==> config.mk <==
export PLATFORM = sky130hd
export DESIGN_NAME = bus_listener
export DESIGN_NICKNAME = d
export VERILOG_FILES = /design/src/rtl/bl_pkg.sv /design/src/rtl/bl_sync.sv /design/src/rtl/bl_handshake.sv /design/src/rtl/bl_outbuf.sv /design/src/rtl/bus_listener.sv
export SDC_FILE = /design/constraint.sdc
export NUM_CORES = 1
export LEC_CHECK = 0
export BUFFER_PORTS_ARGS = -buffer_cell sky130_fd_sc_hd__buf_2
export CELL_PAD_IN_SITES_DETAIL_PLACEMENT = 1
export CELL_PAD_IN_SITES_GLOBAL_PLACEMENT = 2
export CORE_AREA = 2 2 90 49
export DETAILED_ROUTE_END_ITERATION = 7
export DIE_AREA = 0 0 92 51
export MAX_ROUTING_LAYER = met4
export PLACE_DENSITY = 0.72
export SYNTH_ARGS = -nofsm -noshare
export SYNTH_HDL_FRONTEND = slang
export SYNTH_SLANG_ARGS = --single-unit
==> constraint.sdc <==
create_clock -name clk_i -period 3.91 [get_ports clk_i]
set_input_delay 0.782 -clock clk_i [delete_from_list [all_inputs] [get_ports clk_i]]
set_output_delay 0.782 -clock clk_i [all_outputs]
set_load 0.005 [all_outputs]
==> src/rtl/bl_pkg.sv <==
`timescale 1ns/1ps
package bl_pkg;
  localparam int BYTE_W = 8;

  typedef enum logic [2:0] {
    ST_IDLE    = 3'd0,
    ST_SETTLE  = 3'd1,
    ST_CAPTURE = 3'd2,
    ST_ACCEPT  = 3'd3,
    ST_RECOVER = 3'd4
  } hs_state_e;

  typedef struct packed {
    logic              cmd;
    logic              last;
    logic [BYTE_W-1:0] data;
  } rx_word_t;
endpackage

==> src/rtl/bl_sync.sv <==
`timescale 1ns/1ps
module bl_sync #(
  parameter int           W      = 1,
  parameter int           STAGES = 2,
  parameter logic [W-1:0] INIT   = '0
) (
  input  logic         clk_i,
  input  logic         rst_ni,
  input  logic [W-1:0] d_i,
  output logic [W-1:0] q_o
);
  logic [W-1:0] stg_q [STAGES];

  for (genvar g = 0; g < STAGES; g++) begin : g_stage
    if (g == 0) begin : g_first
      always_ff @(posedge clk_i or negedge rst_ni) begin
        if (!rst_ni) stg_q[0] <= INIT;
        else         stg_q[0] <= d_i;
      end
    end else begin : g_next
      always_ff @(posedge clk_i or negedge rst_ni) begin
        if (!rst_ni) stg_q[g] <= INIT;
        else         stg_q[g] <= stg_q[g-1];
      end
    end
  end

  assign q_o = stg_q[STAGES-1];
endmodule

==> src/rtl/bl_handshake.sv <==
`timescale 1ns/1ps
module bl_handshake
  import bl_pkg::*;
(
  input  logic clk_i,
  input  logic rst_ni,
  input  logic valid_s_i,
  input  logic clear_s_i,
  input  logic space_i,
  output logic busy_pull_o,
  output logic wait_pull_o,
  output logic capture_o
);
  hs_state_e state_q, state_d;

  always_comb begin
    state_d = state_q;
    unique case (state_q)
      ST_IDLE:    if (valid_s_i && space_i) state_d = ST_SETTLE;
      ST_SETTLE:  state_d = ST_CAPTURE;   // one clock for data lines to settle
      ST_CAPTURE: state_d = ST_ACCEPT;
      ST_ACCEPT:  if (!valid_s_i) state_d = ST_RECOVER;
      ST_RECOVER: state_d = ST_IDLE;      // wait line re-pulled before busy release
      default:    state_d = ST_IDLE;
    endcase
    if (clear_s_i) state_d = ST_IDLE;
  end

  always_ff @(posedge clk_i or negedge rst_ni) begin
    if (!rst_ni) state_q <= ST_IDLE;
    else         state_q <= state_d;
  end

  assign busy_pull_o = (state_q != ST_IDLE) || !space_i;
  assign wait_pull_o = (state_q != ST_ACCEPT);
  assign capture_o   = (state_q == ST_CAPTURE) && !clear_s_i;
endmodule

==> src/rtl/bl_outbuf.sv <==
`timescale 1ns/1ps
module bl_outbuf
  import bl_pkg::*;
#(
  parameter int DEPTH  = 2,
  parameter int FILL_W = $clog2(DEPTH + 1)
) (
  input  logic              clk_i,
  input  logic              rst_ni,
  input  logic              push_i,
  input  rx_word_t          push_word_i,
  input  logic              pop_ready_i,
  output logic              out_valid_o,
  output rx_word_t          out_word_o,
  output logic              space_o,
  output logic [FILL_W-1:0] fill_o
);
  localparam int PTR_W = (DEPTH > 1) ? $clog2(DEPTH) : 1;

  rx_word_t          mem_q [DEPTH];
  logic [PTR_W-1:0]  wr_q, rd_q;
  logic [FILL_W-1:0] fill_q;
  logic              pop;

  assign out_valid_o = (fill_q != '0);
  assign pop         = out_valid_o && pop_ready_i;
  assign space_o     = (fill_q < FILL_W'(DEPTH));
  assign fill_o      = fill_q;
  assign out_word_o  = mem_q[rd_q];

  function automatic logic [PTR_W-1:0] ptr_inc(input logic [PTR_W-1:0] p);
    return (p == PTR_W'(DEPTH - 1)) ? '0 : p + 1'b1;
  endfunction

  for (genvar e = 0; e < DEPTH; e++) begin : g_slot
    always_ff @(posedge clk_i or negedge rst_ni) begin
      if (!rst_ni)                             mem_q[e] <= '0;
      else if (push_i && wr_q == PTR_W'(e))    mem_q[e] <= push_word_i;
    end
  end

  always_ff @(posedge clk_i or negedge rst_ni) begin
    if (!rst_ni) begin
      wr_q   <= '0;
      rd_q   <= '0;
      fill_q <= '0;
    end else begin
      if (push_i) wr_q <= ptr_inc(wr_q);
      if (pop)    rd_q <= ptr_inc(rd_q);
      unique case ({push_i, pop})
        2'b10:   fill_q <= fill_q + 1'b1;
        2'b01:   fill_q <= fill_q - 1'b1;
        default: fill_q <= fill_q;
      endcase
    end
  end
endmodule

==> src/rtl/bus_listener.sv <==
`timescale 1ns/1ps
module bus_listener
  import bl_pkg::*;
#(
  parameter int SYNC_STAGES = 2,
  parameter int DEPTH       = 2
) (
  input  logic              clk_i,
  input  logic              rst_ni,
  input  logic [BYTE_W-1:0] bus_data_i,
  input  logic              bus_strobe_ni,
  input  logic              bus_cmd_i,
  input  logic              bus_end_i,
  input  logic              bus_clear_i,
  output logic              busy_pull_o,
  output logic              wait_pull_o,
  output logic              out_valid_o,
  input  logic              out_ready_i,
  output logic [BYTE_W-1:0] out_data_o,
  output logic              out_cmd_o,
  output logic              out_end_o
);
  localparam int FILL_W = $clog2(DEPTH + 1);

  logic [1:0]        sync_q;
  logic              valid_s, clear_s, space, capture;
  logic [FILL_W-1:0] fill_w;
  rx_word_t          in_word, head_word;

  bl_sync #(.W(2), .STAGES(SYNC_STAGES), .INIT(2'b10)) u_sync (
    .clk_i  (clk_i),
    .rst_ni (rst_ni),
    .d_i    ({bus_strobe_ni, bus_clear_i}),
    .q_o    (sync_q)
  );

  assign valid_s = !sync_q[1];
  assign clear_s = sync_q[0];

  bl_handshake u_hs (
    .clk_i       (clk_i),
    .rst_ni      (rst_ni),
    .valid_s_i   (valid_s),
    .clear_s_i   (clear_s),
    .space_i     (space),
    .busy_pull_o (busy_pull_o),
    .wait_pull_o (wait_pull_o),
    .capture_o   (capture)
  );

  assign in_word = '{cmd: bus_cmd_i, last: bus_end_i, data: bus_data_i};

  bl_outbuf #(.DEPTH(DEPTH), .FILL_W(FILL_W)) u_buf (
    .clk_i       (clk_i),
    .rst_ni      (rst_ni),
    .push_i      (capture),
    .push_word_i (in_word),
    .pop_ready_i (out_ready_i),
    .out_valid_o (out_valid_o),
    .out_word_o  (head_word),
    .space_o     (space),
    .fill_o      (fill_w)
  );

  assign out_data_o = head_word.data;
  assign out_cmd_o  = head_word.cmd;
  assign out_end_o  = head_word.last;
endmodule

# [After elaboration in Yosys (flattened, before gate mapping)]
# Cells that the tools add are included.
[word_totals] latch_bits=0 in_bits=15 rom_bits=0 ff_bits=31 elab_cells=52 ram_bits=0 output_inout_bits=13 mem_count=0
[classes] bitwise=2 addsub=4 multipliers=0 reduce_logical=14 mux=10 shifts=0 eq_ne=8 order_cmp=2 div=0
[ops] op="10-bit two-way mux" n=3
[ops] op="3-bit one-hot mux with 4 select lines" n=1
[ops] op="3-bit two-way mux" n=3
[ops] op="3-bit by 2-bit == test with 1-bit output, second input constant" n=2
[ops] op="3-bit by 2-bit != test with 1-bit output, second input constant" n=2
[ops] op="1-bit logical AND" n=5
[ops] op="2-bit one-hot mux with 2 select lines" n=1
[ops] op="2-bit nonzero test" n=2
[ops] op="3-bit by 1-bit == test with 1-bit output, second input constant" n=1
[ops] op="1-bit logical NOT" n=3
[ops] op="3-bit logical NOT" n=1
[ops] op="3-bit != test, second input constant" n=1
[ops] op="3-bit nonzero test" n=1
[ops] op="1-bit adder, second input constant" n=2
[ops] op="2-bit by 1-bit adder with 2-bit output, second input constant" n=1
[ops] op="2-bit by 1-bit == test with 1-bit output, second input constant" n=1
[ops] op="2-bit == test, second input constant" n=1
[ops] op="2-bit >= comparator, second input constant" n=1
[ops] op="2-bit < comparator, second input constant" n=1
[ops] op="1-bit two-way mux" n=2
[ops] op="1-bit inverter with 2-bit output" n=1
[ops] op="2-bit AND reduction" n=1
[ops] op="2-bit by 1-bit subtractor with 2-bit output, second input constant" n=1
[ops] op="1-bit logical OR" n=1
[ops] op="1-bit inverter" n=1

# [Longest topological paths before layout]
# Gate-level depths: netlist of run 1.
[logic_depth] ltp_word=5 ltp_mapped=6 mapped_depth_nobuf=6

# [Modules after synthesis]
# From an unflattened synthesis of run 1, not the netlist that was laid out.
[hier_totals] hier_cells=89 hier_area_um2=1342.5
[by_module_without_submodules] module="bl_outbuf" cells_per_inst=68 area_per_inst_um2=1043.5 seq_area_each_um2=600.6 instances=1
[by_module_without_submodules] module="bl_handshake" cells_per_inst=14 area_per_inst_um2=177.7 seq_area_each_um2=75.1 instances=1
[by_module_without_submodules] module="bl_sync" cells_per_inst=6 area_per_inst_um2=117.6 seq_area_each_um2=102.6 instances=1
[by_module_without_submodules] module="bus_listener" cells_per_inst=1 area_per_inst_um2=3.8 seq_area_each_um2=0.0 instances=1

# [Least setup slack after synthesis of run 1]
# No wires, ideal clock.
[synth_timing] path_type="reg2out" startpoint="register u_hs.state_q[0]" endpoint="output busy_pull_o" required_ns=3.128 path_buffers=0 setup_slack_ns=2.057 arrival_ns=1.071 path_stages_with_launch=2 path_cell_list="dfrtp_1 -> or4_2"
[synth_via] elab_chain_len=2
[synth_lines] item="from (decl)" line_no="bl_handshake.sv:14" rtl="hs_state_e state_q, state_d;"
[synth_lines] item="from (signal assigned)" line_no="bl_handshake.sv:31" rtl="else state_q <= state_d;"
[synth_lines] item="3-bit nonzero test" line_no="bl_handshake.sv:34" rtl="assign busy_pull_o = (state_q != ST_IDLE) || !space_i;"
[synth_lines] item="1-bit logical OR" line_no="bl_handshake.sv:34"
[synth_lines] item="to (decl)" line_no="bus_listener.sv:15" rtl="output logic busy_pull_o,"
# Every way passes these cells.

# [Worst setup path in the final report of run 1]
# Ends and elaborated chain as after synthesis.

==> summary.md, run 1 <==
| Metric | Value |
|---|---|
| Crit path buf inv count | 1 |
| Clk root buf | clkbuf_8 |
| Area after DPL | 1500 um2 |
| Crit. Startpoint | u_hs.state_q[0]$_DFFE_PN0P_ |
| Reg area | 778 um2 |
| Row count | 17 |
| FILL cells | 444 |
| CP Class | flop to primary output |
| DIE WIDTH | 92 um |
| Family with the most delay on the worst path | simple AND/OR/NAND/NOR gates |
| Mapped Cells | 86 |
| Port-buffer cells | 27 |
| Avg Cell Area, Syn | 15.2 um2 |
| Vias in the first global route | 882 |
| Skew-Pair Late Insertion Delay | 0.27 ns |
| Achievable clock frequency | 435 MHz |
| Unrepaired setup endpoints after global routing | false |
| Initial core utilization | 32.4% |
| P&R area growth vs syn | 20.4% |
| Worst slew pin tran | 0.677 ns |
| Worst r2r src | u_hs.state_q[0]$_DFFE_PN0P_ |
| Crit path largest cell delay | 0.66 ns |
| EDFF count, synth | 0 |
| CTS Buf Count | 5 |
| Max Cap Viol | 0 |
| Final Max Slew Viols | 0 |
| First-pass DRT Iterations | 4 |
| Crit. End Element | primary output |
| Synth Register Bits | 31 |
| Remaining DRCs | 0 |
| PwrDens | 749 nW/um2 |
| Worst IR drop on VDD | 263 uV |
| Synth cell types | 22 |
| Clk_skew | 0.00324 ns |
| Ys async rst share | 100% |
| Final WS setup | 1.61 ns |
| DIE AREA | 4690 um2 |
| Placer Congestion | 0.810 |
| Yosys warnings | 0 |
| Drt wl/cell | 14.6 um |
| Overall Global Routing Usage | 12.7% |
| Antenna violations before repair | 0 |
| CTS tree | done |
| Detailed placement HPWL | 1.80 mm |
| CP cell instances | or4_2 > buf_2 |
| Status | finished, final reports clean |
| Pre-CTS WS | 1.90 ns |
| Antenna Violating Nets Remaining | 0 |
| Largest net degree at the start of global routing | 32 |
| Multi-input gate area | 517 um2 |
| Net count after synthesis | 102 |
| Critical path launch point type | flop |
| Worst Path Max Fanout | 8 |
| Tmin final | 2.30 ns |
| Final hold vios | 0 |
| Mapped Area | 1310 um2 |
| Htree depth | 2 |
| Post-CTS Hold Buffers | 0 |
| Num Clock Sinks | 31 |
| Hold_sp | u_sync.stg_q[2]$_DFF_PN0_ |
| Routed WL | 2.52 mm |
| Clk buf depth | 2 |
| Diodes inserted | 0 |
| Max_slew headroom | 54.8% |
| Core area | 4040 um2 |
| Sum Neg Setup Slack | 0 ns |
| Sequential area share after synthesis | 59.5% |
| Detailed Route Iter0 Violations | 19 |
| Via Count | 812 |
| Arrival time at the worst endpoint | 1.52 ns |
| Vias/cell | 4.69 |
| CTS resizes | 0 |
| Top FF cell, synth | dfrtp_1 |
| Leak pwr | 0.707 nW |
| Setup violations, final | 0 |
| Die height | 51 um |
| Clock-pin slew on the worst setup and hold paths | 0.06 ns |
| Global-route wire length before repair | 4.11 mm |
| Proportion of layout cells with a drive suffix above 1 | 58.6% |
| Fin nets | 133 |
| HP Class | flop to flop |
| Final worst-path cycle share | 58.8% |
| Post-route cell area | 1570 um2 |
| Gr ovfl total | 0 |
| I/O pin count | 28 |
| CP max stage cell | or4_2 |
| Post-CTS setup buffers | 0 |
| Required @ worst endpoint | 3.13 ns |
[kinds of logic after synthesis]
logic type | synth area share (%)
buffers and inverters | 0.957
XOR/XNOR | 3.35
flip-flops | 59.5
AO/OA/AOI/OAI | 2.01
AND/OR/NAND/NOR | 7.37
adder cells (fa/ha/maj) | 0.957
multiplexers | 25.8
[where the power goes]
part | leakage (nW) | internal, mW | switching (mW)
combinational | 0.299 | 0.260 | 0.135
sequential | 0.371 | 0.455 | 0.108
clock | 0.0371 | 0.118 | 0.104
total | 0.707 | 0.833 | 0.347
[stage by stage]
stage | hold WS (ns) | util [%] | cells | power [mW]
final | 0.352 | 38.9 | 173 | 1.18
after detailed placement | 0.343 | 37.2 | 167 | 0.974
after global routing | 0.360 | 38.9 | 173 | 1.27
after floorplan | 0.331 | - | 86 | 0.811
after global placement | 0.335 | 37.2 | 167 | 0.944
after CTS | 0.356 | 38.9 | 173 | 1.20
[sequential cells by signal (all words and copies together), names as in the netlist]
name / cells
u_buf.mem_q: 20
u_hs.state_q: 3
u_buf.fill_o: 2
u_sync.q_o: 2
u_sync.stg_q: 2
u_buf.rd_q: 1
u_buf.wr_q: 1
[layout make-up]
cell class	instances	share of cell area [%]
multi-input cells	52	32.8
well taps	57	4.53
repair buffers	27	8.59
clock buffers	6	4.61
flip-flops and latches	31	49.4
[cell usage in the layout, fill, tap and decap left out, types with 2 or more instances in the layout]
cell       n
dfrtp_1   29
xnor2_1    3
xor2_1     2
buf_2     27
clkbuf_8   5
mux2_2    30
nor2_1     3
dfstp_2    2
[metal layers]
metal | track usage [%] | up-vias | routed length (um)
met5 | - | - | 0
met1 | 13.7 | 406 | 1130
met3 | 4.42 | 8 | 149
met2 | 19.0 | 29 | 1140
met4 | 10.9 | 0 | 106
li1 | - | 369 | -
[cells in the mapped netlist (all sizes together) (2+ instances only)]
master  count  share of area (%)
mux2       30                 26
dfrtp      29                 56
nor2        4                2.4
xnor2       3                2.0
clkbuf      2               0.57
dfstp       2                4.0
xor2        2                1.3
[path summary, 6_finish.rpt]
kind                                                to  slack (ns)  cells past startpoint
max                                        busy_pull_o        1.61                      2
max in group asynchronous  u_buf.mem_q[19]$_DFFE_PN0P_        2.93                      1
min                            u_sync.q_o[0]$_DFF_PN0_        0.35                      0
min reg2reg                    u_sync.q_o[0]$_DFF_PN0_        0.35                      0
min in group asynchronous   u_buf.mem_q[5]$_DFFE_PN0P_        0.55                      1
max reg2reg                u_buf.fill_o[1]$_DFFE_PN0P_        2.02                      5
(Power assumes the default switching activity.)
==> run 2: changes to the inputs <==
Clock period 3.91 ns to 2.3 ns, I/O delays scaled along.
==> summary.md, run 2 (synthesis gave the netlist of run 1 again) <==
| Metric | Value |
|---|---|
| Via Count | 788 |
| Max Cap Viol | 0 |
| Worst Path Max Fanout | 9 |
| Antenna Violating Nets Remaining | 0 |
| Final core occ | 39.5% |
| Drt wl/cell | 15.2 um |
| Worst slew pin tran | 0.679 ns |
| Placer Congestion | 0.708 |
| Clock-pin slew on the worst setup and hold paths | 0.06 ns |
| Post-route cell area | 1600 um2 |
| Skew-Pair Late Insertion Delay | 0.28 ns |
| P&R area growth vs syn | 22.1% |
| Setup violations, final | 0 |
| CTS tree | done |
| Die height | 51 um |
| Num Clock Sinks | 31 |
| Worst IR drop on VDD | 479 uV |
| Worst hold slack | 0.218 ns |
| Overall Global Routing Usage | 13.8% |
| Clk buf depth | 2 |
| Clock network power share | 20.4% |
| Unrepaired setup endpoints after global routing | false |
| Tmin final | 2.01 ns |
| Antenna violations before repair | 0 |
| Pint | 1.45 mW |
| Worst r2r src | u_hs.state_q[0]$_DFFE_PN0P_ |
| Clk root buf | clkbuf_8 |
| Proportion of layout cells with a drive suffix above 1 | 60.2% |
| Gr ovfl total | 0 |
| Layout Cells excl Fill | 175 |
| Sum Neg Setup Slack | 0 ns |
| DIE WIDTH | 92 um |
| CTS Buf Count | 5 |
| I/O pin count | 28 |
| Psw | 0.609 mW |
| HP Class | input port to async pin |
| Post-CTS setup buffers | 0 |
| Max_slew headroom | 54.7% |
| DIE AREA | 4690 um2 |
| Post-CTS Hold Buffers | 0 |
| Critical path launch point type | flop |
| Initial core utilization | 32.4% |
| Core area | 4040 um2 |
| Status | finished, final reports clean |
| Sequential share of power | 46.6% |
| Largest net degree at the start of global routing | 32 |
| Clk_skew | 0.00595 ns |
| Post-placement cell count | 168 |
| R2R depth | 4 |
| Remaining DRCs | 0 |
| Achievable clock frequency | 498 MHz |
| CP Class | flop to primary output |
| Most flops, register | u_buf.mem_q |
| Diodes inserted | 0 |
| Final hold vios | 0 |
| Row count | 17 |
| Reg-to-Reg End | u_buf.fill_o[1]$_DFFE_PN0P_ |
| CTS resizes | 0 |
| Area after DPL | 1510 um2 |
| Detailed Route Iter0 Violations | 13 |
| Vias/cell | 4.50 |
| Required @ worst endpoint | 1.84 ns |
| First-pass DRT Iterations | 2 |
| Max reg flops | 20 |
| Largest regs | u_buf.mem_q (20), u_hs.state_q (3) |
| Final Max Slew Viols | 0 |
| Htree depth | 2 |
| Most common cell after layout, fill and taps aside | mux2_2 |
| Switching part of the total | 29.6% |
| Final worst-path cycle share | 87.3% |
| PwrDens | 1290 nW/um2 |
| Crit. End Element | primary output |
| Vias in the first global route | 913 |
| Arrival time at the worst endpoint | 1.55 ns |
| Routed WL | 2.65 mm |
| Combinational Power Share | 33.1% |
| Global-route wire length before repair | 4.50 mm |
| Most frequent cells in the layout | mux2_2, dfrtp_1, buf_2 |
| Port-buffer cells | 27 |
| R2R setup slack | 0.38 ns |
| Leak pwr | 0.721 nW |
| Fin nets | 134 |
==> run 2: worst max-delay path: stages, from the launching register on <==
cell	delay [ns]
dfrtp_1	0.47
or4_2	0.66
buf_2	0.15
==> run 2: power groups by stage <==
| stage | combinational [mW] | sequential, mW | clock [mW] |
|---|---|---|---|
| 6_report | 0.681 | 0.959 | 0.419 |
| 5_1_grt | 0.758 | 0.999 | 0.461 |
| 4_1_cts | 0.699 | 0.964 | 0.434 |
| 3_5_place_dp | 0.694 | 0.974 | 0 |
| 3_3_place_gp | 0.663 | 0.944 | 0 |
| 2_1_floorplan | 0.496 | 0.882 | 0 |
==> run 2: layout make-up <==
type | count | area [um2]
sequential | 31 | 778
timing repair buffer | 28 | 143
fill | 438 | 2440
multi-input combinational | 52 | 517
clock inverter | 1 | 5.00
tap | 57 | 71.3
clock buffer | 6 | 82.6
==> run 2: metal layers <==
layer	GRT usage, %	wire length [um]	vias to the layer above
met1	15.8	1220	390
met3	4.87	141	4
met2	21.9	1260	25
met5	-	0	-
met4	6.72	30	0
li1	-	-	369
==> run 2: how the worst max path moves through the flow <==
| stage | cells past startpoint | from | to |
|---|---|---|---|
| after global placement | 3 | u_hs.state_q[0]$_DFFE_PN0P_ | u_buf.mem_q[16]$_DFFE_PN0P_ |
| after floorplan | 5 | u_hs.state_q[0]$_DFFE_PN0P_ | u_buf.fill_o[1]$_DFFE_PN0P_ |
| after global routing | 2 | u_hs.state_q[1]$_DFFE_PN0P_ | busy_pull_o |
| after detailed placement | 4 | u_hs.state_q[0]$_DFFE_PN0P_ | u_buf.fill_o[1]$_DFFE_PN0P_ |
| final | 2 | u_hs.state_q[1]$_DFFE_PN0P_ | busy_pull_o |
| after CTS | 2 | u_hs.state_q[1]$_DFFE_PN0P_ | busy_pull_o |
==> run 2: through the flow <==
stage / power [mW] / setup slack (ns)
floorplan: 1.38 / 0.568
CTS: 2.10 / 0.284
global route: 2.22 / 0.249
global placement: 1.61 / 0.473
finish: 2.06 / 0.292
detailed placement: 1.67 / 0.394
==> run 3: changes to the inputs <==
Settings changed: CORE_AREA 2 2 90 49 to 2 2 91 49, DIE_AREA 0 0 92 51 to 0 0 93 51, PLACE_DENSITY 0.72 to 0.73, SYNTH_HIERARCHICAL set to 1.
==> summary.md, run 3 <==
| Metric | Value |
|---|---|
| Vias/cell | 4.40 |
| Family with the most delay on the worst path | simple AND/OR/NAND/NOR gates |
| Count leader, synth | mux2_2 |
| Most frequent cells after synthesis | mux2_2, dfrtp_1, xnor2_1 |
| PwrDens | 1330 nW/um2 |
| Synth Register Bits | 31 |
| Row count | 17 |
| Tmin final | 1.95 ns |
| Max Cap Viol | 0 |
| Worst slew pin tran | 0.705 ns |
| Reg-to-Reg End | u_buf/mem_q[18]$_DFFE_PN0P_ |
| Achievable clock frequency | 513 MHz |
| Num Clock Sinks | 31 |
| Diodes inserted | 0 |
| Sum Neg Setup Slack | 0 ns |
| Remaining DRCs | 0 |
| Crit path buf inv count | 1 |
| Top FF cell, synth | dfrtp_1 |
| Area fraction of the dominant cell type after synthesis | 54.1% |
| Detailed Route Iter0 Violations | 17 |
| Leak pwr | 0.747 nW |
| Required @ worst endpoint | 2.46 ns |
| Gr ovfl total | 0 |
| Core area | 4080 um2 |
| CP Class | flop to flop |
| Routed WL | 2.56 mm |
| Htree depth | 2 |
| Proportion of layout cells with a drive suffix above 1 | 62.8% |
| Max reg flops | 20 |
| Largest net degree at the start of global routing | 32 |
| Status | finished, final reports clean |
| Post-CTS setup buffers | 0 |
| Final hold vios | 0 |
| Critical path launch point type | flop |
| Clk_skew | 0.00284 ns |
| FILL cells | 440 |
| CTS tree | done |
| Worst IR drop on VDD | 437 uV |
| Worst hold slack | 0.226 ns |
| Via Count | 783 |
| Yosys warnings | 6 |
| Antenna Violating Nets Remaining | 0 |
| Placer Congestion | 0.731 |
| Port-buffer cells | 27 |
| EDFF count, synth | 0 |
| CP max stage cell | dfrtp_1 |
| Unrepaired setup endpoints after global routing | false |
| Sequential area share after synthesis | 58.0% |
| Crit. End Element | flop |
| Final Max Slew Viols | 0 |
| Post-CTS Hold Buffers | 0 |
| Vias in the first global route | 899 |
| Reg area | 778 um2 |
| Synth cell types | 24 |
| Antenna violations before repair | 0 |
| P&R area growth vs syn | 22.6% |
| Largest regs | u_buf/mem_q (20), u_hs/state_q (3) |
| Most frequent cells in the layout | mux2_2, dfrtp_1, buf_2 |
| Clock-pin slew on the worst setup and hold paths | 0.07 ns |
| CP cell instances | nand2b_1 > nor3_1 > inv_2 > nor2_4 > mux2_2 |
| Clk root buf | clkbuf_8 |
| First-pass DRT Iterations | 2 |
| Die height | 51 um |
| Detailed placement HPWL | 1.83 mm |
| Synth top area cells | dfrtp_1, mux2_2, dfstp_2, xnor2_1, nand3b_4 |
| Worst Path Max Fanout | 10 |
| CTS resizes | 0 |
| R2R depth | 5 |
| Arrival time at the worst endpoint | 2.11 ns |
| Crit path largest cell delay | 0.42 ns |
| Mapped Cells | 89 |
| Leading area contributor after synthesis | dfrtp_1 |
| Setup violations, final | 0 |
| DIE WIDTH | 93 um |
| DIE AREA | 4740 um2 |
| Avg Cell Area, Syn | 15.1 um2 |
| HP Class | input port to async pin |
| Most flops, register | u_buf/mem_q |
| Worst r2r src | u_hs/state_q[0]$_DFFE_PN0P_ |
| Initial core utilization | 32.9% |
| I/O pin count | 28 |
| Mapped Area | 1340 um2 |
| Global-route wire length before repair | 4.33 mm |
| Final worst-path cycle share | 84.7% |
| Overall Global Routing Usage | 12.8% |
| Ys async rst share | 100% |
| Multi-input gate area | 533 um2 |
| Clk buf depth | 2 |
| Max_slew headroom | 53.0% |
| Skew-Pair Late Insertion Delay | 0.28 ns |
| Fin nets | 136 |
| Most common cell after layout, fill and taps aside | mux2_2 |
| Drt wl/cell | 14.4 um |
| Net count after synthesis | 105 |
| CTS Buf Count | 5 |
| R2R setup slack | 0.35 ns |
[run 3: cell types whose count changed after synthesis, sizes merged, moves of 2 or more]
cell / before / now
inv: 0 / 3
buf: 1 / 3
clkbuf: 2 / 0
nand2: 0 / 2
nand3b: 1 / 3
[run 3: cell type report]
class | instances | area share [%]
sequential | 31 | 47.3
tap | 57 | 4.33
clock buffer | 6 | 5.02
multi-input combinational | 52 | 32.4
clock inverter | 2 | 2.13
timing repair buffer | 27 | 8.21
inverter | 3 | 0.684
[run 3: worst max-delay path by stage]
stage                                startpoint                     endpoint  slack [ns]  depth (start not counted)
floorplan           u_hs/state_q[0]$_DFFE_PN0P_  u_buf/mem_q[10]$_DFFE_PN0P_        0.59                          5
global placement    u_hs/state_q[0]$_DFFE_PN0P_  u_buf/mem_q[10]$_DFFE_PN0P_        0.45                          5
detailed placement  u_hs/state_q[0]$_DFFE_PN0P_  u_buf/mem_q[18]$_DFFE_PN0P_        0.35                          5
CTS                      u_buf/rd_q$_DFFE_PN0P_                    out_end_o        0.31                          2
global route        u_hs/state_q[0]$_DFFE_PN0P_  u_buf/mem_q[14]$_DFFE_PN0P_        0.17                          5
finish              u_hs/state_q[0]$_DFFE_PN0P_  u_buf/mem_q[18]$_DFFE_PN0P_        0.35                          5
[run 3: logic make-up after synthesis]
family,after synthesis,share of synthesized area [%]
flip-flops,31,58.0
multiplexers,30,25.2
AND/OR/NAND/NOR,15,9.23
buffers and inverters,6,2.33
XOR/XNOR,5,3.26
AO/OA/AOI/OAI,1,1.12
adder cells (fa/ha/maj),1,0.932
[run 3: worst reg2reg max path, stage by stage, from the launching register on]
cell and delay [ns]:
dfrtp_1 0.42, nand2b_1 0.19, nor3_1 0.41, inv_2 0.11
nor2_4 0.33, mux2_2 0.38
[run 3: power breakdown]
group | switching (mW) | internal, mW | leakage [nW] | total (mW)
Clock | 0.201 | 0.350 | 0.0612 | 0.551
Combinational | 0.251 | 0.453 | 0.315 | 0.704
Sequential | 0.166 | 0.773 | 0.371 | 0.939
Total | 0.618 | 1.58 | 0.747 | 2.19
[run 3: stage by stage]
| step | util (%) | instance area [um2] | std cells | total power, mW | setup slack, ns |
|---|---|---|---|---|---|
| 2_1_floorplan | - | 1340 | 89 | 1.40 | 0.589 |
| 5_1_grt | 40.3 | 1650 | 178 | 2.36 | 0.173 |
| 6_report | 40.3 | 1650 | 178 | 2.19 | 0.352 |
| 4_1_cts | 40.3 | 1650 | 178 | 2.24 | 0.309 |
| 3_5_place_dp | 37.4 | 1530 | 170 | 1.68 | 0.351 |
| 3_3_place_gp | 37.4 | 1530 | 170 | 1.63 | 0.447 |
[run 3: layer usage]
metal	vias to the layer above	global-route usage [%]	wire [um]
met4	0	4.41	29
li1	367	-	-
met3	5	4.72	152
met5	-	-	0
met2	19	19.7	1130
met1	392	15.6	1240
